### config.mk
export PLATFORM = sky130hd
export DESIGN_NAME = eu_err_mon
export DESIGN_NICKNAME = d
export VERILOG_FILES = /design/src/rtl/eu_err_pkg.sv /design/src/rtl/eu_err_fifo_watch.sv /design/src/rtl/eu_err_ctl.sv /design/src/rtl/eu_err_dp.sv /design/src/rtl/eu_err_mon.sv
export SDC_FILE = /design/constraint.sdc
export NUM_CORES = 1
export LEC_CHECK = 0
export BUFFER_PORTS_ARGS = -buffer_cell sky130_fd_sc_hd__buf_2
export CORE_UTILIZATION = 25
export DETAILED_ROUTE_END_ITERATION = 10
export PLACE_DENSITY = 0.6
export SYNTH_ARGS = -nofsm -noshare
export SYNTH_HDL_FRONTEND = slang
export SYNTH_SLANG_ARGS = --single-unit
export TNS_END_PERCENT = 20
### constraint.sdc
create_clock -name clk -period 3.96 [get_ports clk]
set_input_delay 0.99 -clock clk [delete_from_list [all_inputs] [get_ports clk]]
set_output_delay 0.99 -clock clk [all_outputs]
set_load 0.1 [all_outputs]
### src/rtl/eu_err_pkg.sv
package eu_err_pkg;
  localparam int REG_W   = 64;
  localparam int ERR_N   = 9;
  localparam int ERR_LSB = 55;

  // Bit index of each error inside the nine-bit field (add ERR_LSB for the register bit)
  localparam int E_OUT_OVF = 0;
  localparam int E_DSIZE   = 1;
  localparam int E_OUT_ERR = 2;
  localparam int E_OUT_UNF = 3;
  localparam int E_IN_OVF  = 4;
  localparam int E_MODE    = 5;
  localparam int E_IN_ERR  = 6;
  localparam int E_IN_UNF  = 7;
  localparam int E_ADDR    = 8;

  // Word offsets of the mapped registers
  localparam int OFF_MODE   = 0;
  localparam int OFF_DSIZE  = 1;
  localparam int OFF_STATUS = 2;
  localparam int OFF_MASK   = 3;
  localparam int NUM_REGS   = 4;

  typedef struct packed {
    logic [ERR_N-1:0] hit;     // raw detections this cycle
    logic             clrWr;   // write-one-to-clear to the status register
    logic             maskWr;  // write to the mask register
    logic [ERR_N-1:0] wrBits;  // error field of the host write data
  } ctlStrobeT;
endpackage

### src/rtl/eu_err_fifo_watch.sv
module eu_err_fifo_watch #(
  parameter int DEPTH = 32,
  parameter int CNT_W = $clog2(DEPTH + 1)
) (
  input  logic             push,
  input  logic             pop,
  input  logic [CNT_W-1:0] count,
  output logic             underflow,
  output logic             overflow,
  output logic             notEmpty
);
  localparam logic [CNT_W-1:0] FULL_CNT = CNT_W'(DEPTH);

  always_comb begin
    notEmpty  = (count != '0);
    underflow = pop && !notEmpty;
    overflow  = push && (count >= FULL_CNT);
  end
endmodule

### src/rtl/eu_err_ctl.sv
module eu_err_ctl
  import eu_err_pkg::*;
#(
  parameter int          ADDR_W     = 4,
  parameter int          IN_DEPTH   = 32,
  parameter int          OUT_DEPTH  = 16,
  parameter logic [63:0] MODE_VALID = 64'h7,
  localparam int         IN_CNT_W   = $clog2(IN_DEPTH + 1),
  localparam int         OUT_CNT_W  = $clog2(OUT_DEPTH + 1)
) (
  input  logic                 hostWrEn,
  input  logic                 hostRdEn,
  input  logic [ADDR_W-1:0]    hostAddr,
  input  logic [REG_W-1:0]     hostWrData,
  input  logic                 inPush,
  input  logic                 inPop,
  input  logic [IN_CNT_W-1:0]  inCount,
  input  logic                 outPush,
  input  logic                 outPop,
  input  logic [OUT_CNT_W-1:0] outCount,
  input  logic                 doneEvt,
  output ctlStrobeT            strb
);
  localparam int ALIGN_W = $clog2(REG_W);

  logic inUnf, inOvf, inBusy;
  logic outUnf, outOvf, outBusy;
  logic mapped, wrMode, wrSize;

  eu_err_fifo_watch #(.DEPTH(IN_DEPTH), .CNT_W(IN_CNT_W)) u_inWatch (
    .push(inPush), .pop(inPop), .count(inCount),
    .underflow(inUnf), .overflow(inOvf), .notEmpty(inBusy)
  );

  eu_err_fifo_watch #(.DEPTH(OUT_DEPTH), .CNT_W(OUT_CNT_W)) u_outWatch (
    .push(outPush), .pop(outPop), .count(outCount),
    .underflow(outUnf), .overflow(outOvf), .notEmpty(outBusy)
  );

  always_comb begin
    mapped = (hostAddr < ADDR_W'(NUM_REGS));
    wrMode = hostWrEn && (hostAddr == ADDR_W'(OFF_MODE));
    wrSize = hostWrEn && (hostAddr == ADDR_W'(OFF_DSIZE));

    strb.hit            = '0;
    strb.hit[E_ADDR]    = (hostWrEn || hostRdEn) && !mapped;
    strb.hit[E_MODE]    = wrMode && ((hostWrData & ~MODE_VALID) != '0);
    strb.hit[E_DSIZE]   = wrSize && (hostWrData[ALIGN_W-1:0] != '0);
    strb.hit[E_OUT_ERR] = wrSize && outBusy;
    strb.hit[E_IN_ERR]  = doneEvt && inBusy;
    strb.hit[E_IN_UNF]  = inUnf;
    strb.hit[E_IN_OVF]  = inOvf;
    strb.hit[E_OUT_UNF] = outUnf;
    strb.hit[E_OUT_OVF] = outOvf;

    strb.clrWr  = hostWrEn && (hostAddr == ADDR_W'(OFF_STATUS));
    strb.maskWr = hostWrEn && (hostAddr == ADDR_W'(OFF_MASK));
    strb.wrBits = hostWrData[ERR_LSB +: ERR_N];
  end
endmodule

### src/rtl/eu_err_dp.sv
module eu_err_dp
  import eu_err_pkg::*;
#(
  parameter int ADDR_W = 4
) (
  input  logic              clk,
  input  logic              rst_n,
  input  ctlStrobeT         strb,
  input  logic [ADDR_W-1:0] hostAddr,
  output logic [REG_W-1:0]  hostRdData,
  output logic [REG_W-1:0]  statusQ,
  output logic [REG_W-1:0]  maskQ,
  output logic              errIrq,
  output logic              engineHalt
);
  logic [ERR_N-1:0] statusBits;
  logic [ERR_N-1:0] maskBits;
  logic [ERR_N-1:0] clrBits;
  logic             anyLive;

  always_comb clrBits = strb.clrWr ? strb.wrBits : '0;

  // Detection uses the mask held before this edge; a set beats a clear
  always_ff @(posedge clk) begin
    if (!rst_n) begin
      statusBits <= '0;
      maskBits   <= '0;
    end else begin
      statusBits <= (statusBits & ~clrBits) | (strb.hit & ~maskBits);
      if (strb.maskWr) maskBits <= strb.wrBits;
    end
  end

  always_comb begin
    statusQ = {statusBits, {ERR_LSB{1'b0}}};
    maskQ   = {maskBits, {ERR_LSB{1'b0}}};
    anyLive = |(statusBits & ~maskBits);
    errIrq     = anyLive;
    engineHalt = anyLive;
    case (hostAddr)
      ADDR_W'(OFF_STATUS): hostRdData = statusQ;
      ADDR_W'(OFF_MASK):   hostRdData = maskQ;
      default:             hostRdData = '0;
    endcase
  end
endmodule

### src/rtl/eu_err_mon.sv
module eu_err_mon
  import eu_err_pkg::*;
#(
  parameter int          ADDR_W     = 4,
  parameter int          IN_DEPTH   = 32,
  parameter int          OUT_DEPTH  = 16,
  parameter logic [63:0] MODE_VALID = 64'h7,
  localparam int         IN_CNT_W   = $clog2(IN_DEPTH + 1),
  localparam int         OUT_CNT_W  = $clog2(OUT_DEPTH + 1)
) (
  input  logic                 clk,
  input  logic                 rst_n,
  input  logic                 hostWrEn,
  input  logic                 hostRdEn,
  input  logic [ADDR_W-1:0]    hostAddr,
  input  logic [63:0]          hostWrData,
  output logic [63:0]          hostRdData,
  input  logic                 inPush,
  input  logic                 inPop,
  input  logic [IN_CNT_W-1:0]  inCount,
  input  logic                 outPush,
  input  logic                 outPop,
  input  logic [OUT_CNT_W-1:0] outCount,
  input  logic                 doneEvt,
  output logic                 errIrq,
  output logic                 engineHalt
);
  ctlStrobeT        strb;
  logic [REG_W-1:0] statusQ;
  logic [REG_W-1:0] maskQ;

  eu_err_ctl #(
    .ADDR_W(ADDR_W), .IN_DEPTH(IN_DEPTH), .OUT_DEPTH(OUT_DEPTH), .MODE_VALID(MODE_VALID)
  ) u_ctl (
    .hostWrEn(hostWrEn), .hostRdEn(hostRdEn), .hostAddr(hostAddr), .hostWrData(hostWrData),
    .inPush(inPush), .inPop(inPop), .inCount(inCount),
    .outPush(outPush), .outPop(outPop), .outCount(outCount),
    .doneEvt(doneEvt), .strb(strb)
  );

  eu_err_dp #(.ADDR_W(ADDR_W)) u_dp (
    .clk(clk), .rst_n(rst_n), .strb(strb), .hostAddr(hostAddr),
    .hostRdData(hostRdData), .statusQ(statusQ), .maskQ(maskQ),
    .errIrq(errIrq), .engineHalt(engineHalt)
  );
endmodule

; Yosys cells after proc, flatten, opt, wreduce, memory -nomap -nowiden
; Cells that the tools add are included.
[totals]
register_bits = 18
inputBits = 88
output_inout_bits = 66
wordCells = 39
[classes]
n_lt_le_gt_ge = 3
n_eq_ne = 3
mux = 2
bitwise = 6
reduce_logical = 23
[op_table]
columns = op, count
row1 = $pmux 64 s2, 1
row2 = $reduce_bool 64->1, 1
row3 = $and 9x9->9, 3
row4 = $not 9->9, 2
row5 = $logic_and 1x1->1, 13
row6 = $reduce_bool 6->1, 2
row7 = $mux 9, 1
row8 = $or 9x9->9, 1
row9 = $reduce_or 9->1, 1
row10 = $eq 4x2->1 const B, 2
row11 = $ge 6x6->1 const B, 1
row12 = $ge 5x5->1 const B, 1
row13 = $reduce_bool 5->1, 1
row14 = $eq 4x1->1 const B, 1
row15 = $logic_not 4->1, 1
row16 = $lt 4x3->1 const B, 1
row17 = $logic_not 1->1, 3
row18 = $logic_or 1x1->1, 1

; Depth between registers and ports, before layout
; Gate-level depths: netlist of run 1.
[depth]
word_depth = 6
ltp_mapped = 5
depth_no_buf = 4

; By module
; Synthesis of run 1 repeated with hierarchy kept, for this count alone.
[unflattened]
hier_cells = 329
area_unflattened_um2 = 2531.2
[modules_own_cells]
columns = mod, n_inst, cells_each, area_per_inst_um2, seq_area_each_um2
row1 = eu_err_dp, 1, 270, 2162.1, 360.3
row2 = eu_err_ctl, 1, 49, 306.5, 0.0
row3 = eu_err_fifo_watch (u_ctl.u_inWatch), 1, 5, 32.5, 0.0
row4 = eu_err_fifo_watch (u_ctl.u_outWatch), 1, 5, 30.0, 0.0

; Worst setup path before layout of run 1
; Ideal clock, no wire load.
[synth_timing]
kind = input-to-output
start = in hostAddr[3]
end = out hostRdData[55]
arrival_ns = 2.314
required_ns = 2.970
path_slack_ns = 0.656
stages = 4
path_buffers = 2
path_cell_list = nor4bb_1 buf_4 buf_6 a22o_1
[synth_between]
elab_chain_cells = 2
word_cells_on_any_way = 3
classes_between = eq/ne: 2 / mux: 1
[synth_lines]
columns = element, line
row1 = start: declaration, eu_err_mon.sv:15  ; input logic [ADDR_W-1:0] hostAddr,
row2 = $eq 4x2->1, eu_err_dp.sv:40  ; case (hostAddr)
row3 = $pmux 64 s2 *, eu_err_dp.sv:40
row4 = end: declaration, eu_err_mon.sv:17  ; output logic [63:0] hostRdData,
; Every way passes the cells marked *; elsewhere a longest branch is shown, timed or not.

; Worst setup path after layout of run 1
[layout_timing]
start = in hostAddr[3]
end = out hostRdData[61]
; Same word-level chain as after synthesis.

==> results_dict.tcl, run 1 <==
set metrics [dict create \
    first_pass_iters 4 \
    die_area_sq_um 6510 \
    timing.final.crit_period_ns 3.28 \
    h-tree-depth 1 \
    hold_viol 0 \
    rsz0062_at_grt "no" \
    overflow 0 \
    intPower_w 0.000324 \
    r2r_slack_ns 3.08 \
    switching_share_pct 52.3 \
    path_clk_slew_ns 0.07 \
    vdd_ir_drop_max_mv 0.132 \
    synth_area_sq_um 1550 \
    hold_class "reg2reg" \
    switching_power_w 0.000354 \
    drt_first_iter_violations 28 \
    power_w 0.000678 \
    max_freq_mhz 305 \
    p_per_area_nw_per_um2 335 \
    via_per_inst 4.41 \
    drv_cap 0 \
    num_vias 1617 \
    drt-total-wl_um 4460 \
    fin_worst_skew_ns 0.000822 \
    hpwl_um 3790 \
    met1_usage_pct 15.4 \
    fill_cells 666 \
    cts_buffers 3 \
    power.share.clock_pct 22.3 \
    grt_max_degree 20 \
    ys_types 34 \
    n_antenna_cell 0 \
    crit_end "hostRdData[61]" \
    worstSetupStartpointType "primary input" \
    grtUsageTotal_pct 13.0 \
    cts_setup_buffers 0 \
    cp-end-kind "output pin" \
    critPathKind "in2out" \
    ys_ff_latch 18 \
    seq_area_sq_um 360 \
    dp.cells 363 \
    outcome "finished, final reports clean" \
    root_buffer "clkbuf_8" \
    setup_tns_ns 0 \
    syn-mean-instance-area_sq_um 7.86 \
    die_height_um 80.7 \
    slew_viol_final 0 \
    syn_inst 197 \
    relSlewSlack_pct 62.5 \
    layout_worst_path_cycle_share_pct 82.9 \
    grt.busiest_layer "met2" \
    multi_input_area_sq_um 901 \
    core_region_area_sq_um 5960 \
    drive_above_1_share_pct 37.0 \
    gp_congestion 0.816 \
    postRouteAntennaNets 0 \
    use_met3_pct 1.93 \
    syn_to_final_growth_pct 30.8 \
    rows 28 \
    grt_pass1_vias 1306 \
    clk_latency_ns 0.25 \
    finalSetupViolCount 0 \
    antenna_found_initial 0 \
    crit_arrival_ns 2.29 \
    post_cts_resized 0 \
    clk_path_buf_depth 2 \
    reg2reg_from "u_dp.maskBits[1]$_SDFFE_PN0P_" \
    fin_util_pct 34.0 \
    worstMarginPinSlew_ns 0.558 \
    initial_core_util_pct 26.0 \
    comb_power_share_pct 49.7 \
    hold_buffers 0 \
    cts_tree "yes" \
    drcViolationCount 0 \
    worst_ep_required_time_ns 2.97 \
    nNetsFinal 381 \
    clock-sinks 18 \
    cp-startpoint "hostAddr[3]" \
    seq_area_frac_synth_pct 23.3 \
    grt_pass1_wl_um 6310 \
    r2r-end "u_dp.statusBits[1]$_SDFF_PN0_" \
    wl_per_cell_um 12.1 \
    ff2ff_path_depth 2 \
    synth_warnings 0 \
    port_buffers 98 \
    pwr-share-seq_pct 28.0 \
    worstPathMaxFanout 19 \
    fin_cells 367 \
    use_met2_pct 24.2 \
    io_pins 154 \
    die_w_um 80.7 \
    leakagePower_nw 0.958 \
]
logic make-up (layout without fill, tap and decap cells):
group	Yosys count	count (layout)	share of synthesized area (%)
buffers and inverters	72	113	32.0
AND/OR/NAND/NOR	69	69	25.9
AO/OA/AOI/OAI	37	37	18.6
flip-flops	18	18	23.3
other	1	55	0.242
flip-flops by register name, indices dropped and copies added (netlist names):
signal           count
u_dp.maskBits        9
u_dp.statusBits      9
stage by stage:
| stage | area (sq um) | setup slack [ns] | hold WS, ns |
|---|---|---|---|
| after floorplan | 1750 | 0.656 | 0.448 |
| after global placement | 1970 | 0.654 | 0.459 |
| after detailed placement | 1970 | 0.670 | 0.464 |
| final | 2020 | 0.678 | 0.475 |
| after global routing | 2020 | 0.631 | 0.483 |
| after CTS | 2020 | 0.672 | 0.474 |
worst max-delay path: stages:
cell and delay (ns):
buf_2 0.14, nor4bb_2 0.28, buf_4 0.29, a22o_1 0.17, buf_2 0.42
per-layer routing:
metal	up-vias	share of wire, %
met5	-	0
met4	0	0.52
met3	4	9.4
met2	116	50
met1	712	40
li1	785	-
cells in the final DEF (no fill, tap or decap), types with 4 or more instances in the layout:
cell type / instances
nand3_1: 15
buf_12: 5
nor4_1: 17
nand2_1: 11
buf_2: 93
a22o_1: 9
inv_1: 9
a21boi_1: 15
o21a_1: 6
conb_1: 55
nor2_1: 5
clkbuf_8: 4
dfxtp_1: 18
worst min-delay path by stage:
stage                                        from                             to  cells after the start  slack, ns
global placement    u_dp.maskBits[4]$_SDFFE_PN0P_  u_dp.maskBits[4]$_SDFFE_PN0P_                      2       0.46
detailed placement  u_dp.maskBits[4]$_SDFFE_PN0P_  u_dp.maskBits[4]$_SDFFE_PN0P_                      2       0.46
finish              u_dp.maskBits[6]$_SDFFE_PN0P_  u_dp.maskBits[6]$_SDFFE_PN0P_                      2       0.47
floorplan           u_dp.statusBits[1]$_SDFF_PN0_  u_dp.statusBits[1]$_SDFF_PN0_                      2       0.45
CTS                 u_dp.maskBits[4]$_SDFFE_PN0P_  u_dp.maskBits[4]$_SDFFE_PN0P_                      2       0.47
global route        u_dp.maskBits[4]$_SDFFE_PN0P_  u_dp.maskBits[4]$_SDFFE_PN0P_                      2       0.48
power by group through the flow:
| stage | combinational [W] | sequential [W] | clock, W |
|---|---|---|---|
| global placement | 0.000336 | 0.000194 | 0 |
| CTS | 0.000337 | 0.000190 | 0.000153 |
| global route | 0.000351 | 0.000191 | 0.000161 |
| finish | 0.000337 | 0.000190 | 0.000151 |
| detailed placement | 0.000337 | 0.000194 | 0 |
| floorplan | 0.000324 | 0.000193 | 0 |
synth_stat cells, drive strengths merged:
| cell type | n | area share (%) |
|---|---|---|
| a21boi | 15 | 7.3 |
| a21oi | 1 | 0.32 |
| a221oi | 1 | 0.57 |
| a222oi | 1 | 0.65 |
| a22o | 9 | 5.1 |
| a22oi | 1 | 0.49 |
| a32oi | 1 | 0.57 |
| and2 | 1 | 0.49 |
| and2b | 1 | 0.49 |
| and3 | 3 | 1.2 |
| buf | 61 | 29 |
| clkbuf | 2 | 0.49 |
| conb | 1 | 0.24 |
| dfxtp | 18 | 23 |
| inv | 9 | 2.2 |
| nand2 | 12 | 3.1 |
| nand3 | 15 | 4.9 |
| nand4 | 3 | 1.2 |
| nand4b | 2 | 1.1 |
| nor2 | 5 | 1.2 |
| nor2b | 1 | 0.40 |
| nor3 | 3 | 0.97 |
| nor3b | 1 | 0.49 |
| nor4 | 17 | 6.9 |
| nor4b | 1 | 1.5 |
| nor4bb | 1 | 0.65 |
| o21a | 6 | 2.9 |
| o21ai | 1 | 0.32 |
| o22ai | 1 | 0.40 |
| or3 | 2 | 0.81 |
| or4 | 1 | 0.49 |
layout make-up:
type	count	share of cell area, %
Timing Repair Buffer	100	28.7
Clock buffer	4	2.72
Multi-Input combinational cell	161	44.5
Sequential cell	18	17.8
Inverter	9	1.67
Tap cell	75	4.64
(Power assumes the default switching activity.)
==> run 2, diff against run 1 <==
--- a/config.mk
+++ b/config.mk
@@ -8,7 +8,7 @@
 export BUFFER_PORTS_ARGS = -buffer_cell sky130_fd_sc_hd__buf_2
 export CORE_UTILIZATION = 25
 export DETAILED_ROUTE_END_ITERATION = 10
-export PLACE_DENSITY = 0.6
+export PLACE_DENSITY = 0.62
 export SYNTH_ARGS = -nofsm -noshare
 export SYNTH_HDL_FRONTEND = slang
 export SYNTH_SLANG_ARGS = --single-unit
==> constraint.sdc (replaced) <==
create_clock -name clk -period 3 [get_ports clk]
set_input_delay 0.75 -clock clk [delete_from_list [all_inputs] [get_ports clk]]
set_output_delay 0.75 -clock clk [all_outputs]
set_load 0.1 [all_outputs]
==> run 2 against run 1 <==
Compared with the run above: global-route usage decreased by 0.33 points; non-clock buffer count unchanged; die area unchanged; hold slack got worse by 0.0039 ns; critical endpoint is now hostRdData[55]; largest power group unchanged.
==> results_dict.tcl, run 2 (same netlist as run 1, synthesis figures left out) <==
set metrics [dict create \
    vdd_ir_drop_max_mv 0.191 \
    grt_max_degree 20 \
    initial_core_util_pct 26.0 \
    antenna_found_initial 0 \
    final_common_cell "buf_2" \
    io_pins 154 \
    reg_top3 "u_dp.maskBits: 9 flops, u_dp.statusBits: 9 flops" \
    postRouteAntennaNets 0 \
    port_buffers 98 \
    reg2reg_from "u_dp.maskBits[1]$_SDFFE_PN0P_" \
    p_per_area_nw_per_um2 414 \
    drt-total-wl_um 4390 \
    slew_viol_final 0 \
    worst_ep_required_time_ns 2.25 \
    core_region_area_sq_um 5960 \
    fin_worst_skew_ns 0.000536 \
    cp-end-kind "output pin" \
    pwr-share-seq_pct 29.1 \
    gp_congestion 0.779 \
    dp.cells 363 \
    setup_tns_ns 0 \
    drt_first_iter_violations 72 \
    worstMarginPinSlew_ns 0.583 \
    switching_share_pct 53.4 \
    worstSetupStartpointType "primary input" \
    critPathKind "in2out" \
    via_per_inst 4.46 \
    r2r_slack_ns 2.10 \
    clk_latency_ns 0.25 \
    hpwl_um 3700 \
    fin_cells 366 \
    grtUsageTotal_pct 12.7 \
    path_clk_slew_ns 0.06 \
    fin_ws_ns 0.375 \
    fill_cells 649 \
    layout_worst_path_cycle_share_pct 87.5 \
    drive_above_1_share_pct 36.8 \
    first_pass_iters 4 \
    wl_per_cell_um 12.0 \
    power_w 0.000863 \
    clock-sinks 18 \
    crit_arrival_ns 1.88 \
    syn_to_final_growth_pct 34.6 \
    root_buffer "clkbuf_8" \
    crit_end "hostRdData[55]" \
    outcome "finished, final reports clean" \
    cts_buffers 3 \
    seq_area_sq_um 360 \
    leakagePower_nw 0.964 \
    rows 28 \
    n_antenna_cell 0 \
    overflow 0 \
    fin_hold_ws_ns 0.471 \
    pre_cts_ws_ns 0.365 \
    relSlewSlack_pct 60.8 \
    nNetsFinal 381 \
    cp-startpoint "hostAddr[3]" \
    die_w_um 80.7 \
    drcViolationCount 0 \
    hold_class "reg2reg" \
    worstPathMaxFanout 19 \
    grt_pass1_wl_um 6220 \
    grt_pass1_vias 1297 \
    hold_viol 0 \
    post_cts_resized 0 \
    switching_power_w 0.000461 \
    finalSetupViolCount 0 \
    h-tree-depth 1 \
    num_vias 1633 \
    max_freq_mhz 381 \
    cts_tree "yes" \
    die_area_sq_um 6510 \
    layout_common_cells "buf_2 (89), conb_1 (55), dfxtp_1 (18)" \
    timing.final.crit_period_ns 2.63 \
    ff2ff_path_depth 2 \
    multi_input_area_sq_um 901 \
    drv_cap 0 \
    intPower_w 0.000402 \
    hold_buffers 0 \
    power.share.clock_pct 18.9 \
    cts_setup_buffers 0 \
    clk_path_buf_depth 2 \
    die_height_um 80.7 \
    comb_power_share_pct 51.9 \
    rsz0062_at_grt "no" \
    r2r-end "u_dp.statusBits[1]$_SDFF_PN0_" \
]
## run 2: how the worst min path moves through the flow
stage	startpoint	end	slack (ns)	cells after the start
finish	u_dp.maskBits[6]$_SDFFE_PN0P_	u_dp.maskBits[6]$_SDFFE_PN0P_	0.47	2
global route	u_dp.statusBits[1]$_SDFF_PN0_	u_dp.statusBits[1]$_SDFF_PN0_	0.50	2
CTS	u_dp.maskBits[6]$_SDFFE_PN0P_	u_dp.maskBits[6]$_SDFFE_PN0P_	0.47	2
detailed placement	u_dp.maskBits[6]$_SDFFE_PN0P_	u_dp.maskBits[6]$_SDFFE_PN0P_	0.46	2
floorplan	u_dp.statusBits[1]$_SDFF_PN0_	u_dp.statusBits[1]$_SDFF_PN0_	0.45	2
global placement	u_dp.maskBits[4]$_SDFFE_PN0P_	u_dp.maskBits[4]$_SDFFE_PN0P_	0.46	2
## run 2: area by class of cell
cell class | count | share of cell area (%)
sequential | 18 | 17.3
tap | 75 | 4.50
multi-input combinational | 161 | 43.2
timing repair buffer | 100 | 31.4
clock buffer | 3 | 1.98
inverter | 9 | 1.62
## run 2: critical path, cell delays in order
cell and delay, ns:
buf_2 0.14, nor4bb_2 0.40, buf_12 0.21, a22o_1 0.19, buf_12 0.18
## run 2: power groups by stage
| stage | registers [W] | clock network (W) | logic [W] |
|---|---|---|---|
| 2_1_floorplan | 0.000255 | 0 | 0.000427 |
| 3_3_place_gp | 0.000257 | 0 | 0.000445 |
| 3_5_place_dp | 0.000256 | 0 | 0.000447 |
| 4_1_cts | 0.000251 | 0.000171 | 0.000448 |
| 5_1_grt | 0.000252 | 0.000180 | 0.000466 |
| 6_report | 0.000251 | 0.000163 | 0.000448 |
## run 2: layer usage
layer / track usage (%) / routed length (um) / vias to the layer above
met3: 2.50 / 437 / 4
met1: 14.7 / 1670 / 724
li1: - / - / 783
met5: 0 / 0 / -
met4: 3.39 / 57 / 0
met2: 23.3 / 2220 / 122
## run 2: through the flow
| stage | util (%) | area, sq um |
|---|---|---|
| floorplan | - | 1750 |
| global placement | 34.3 | 2040 |
| detailed placement | 34.3 | 2040 |
| CTS | 35.0 | 2080 |
| global route | 35.0 | 2080 |
| finish | 35.0 | 2080 |
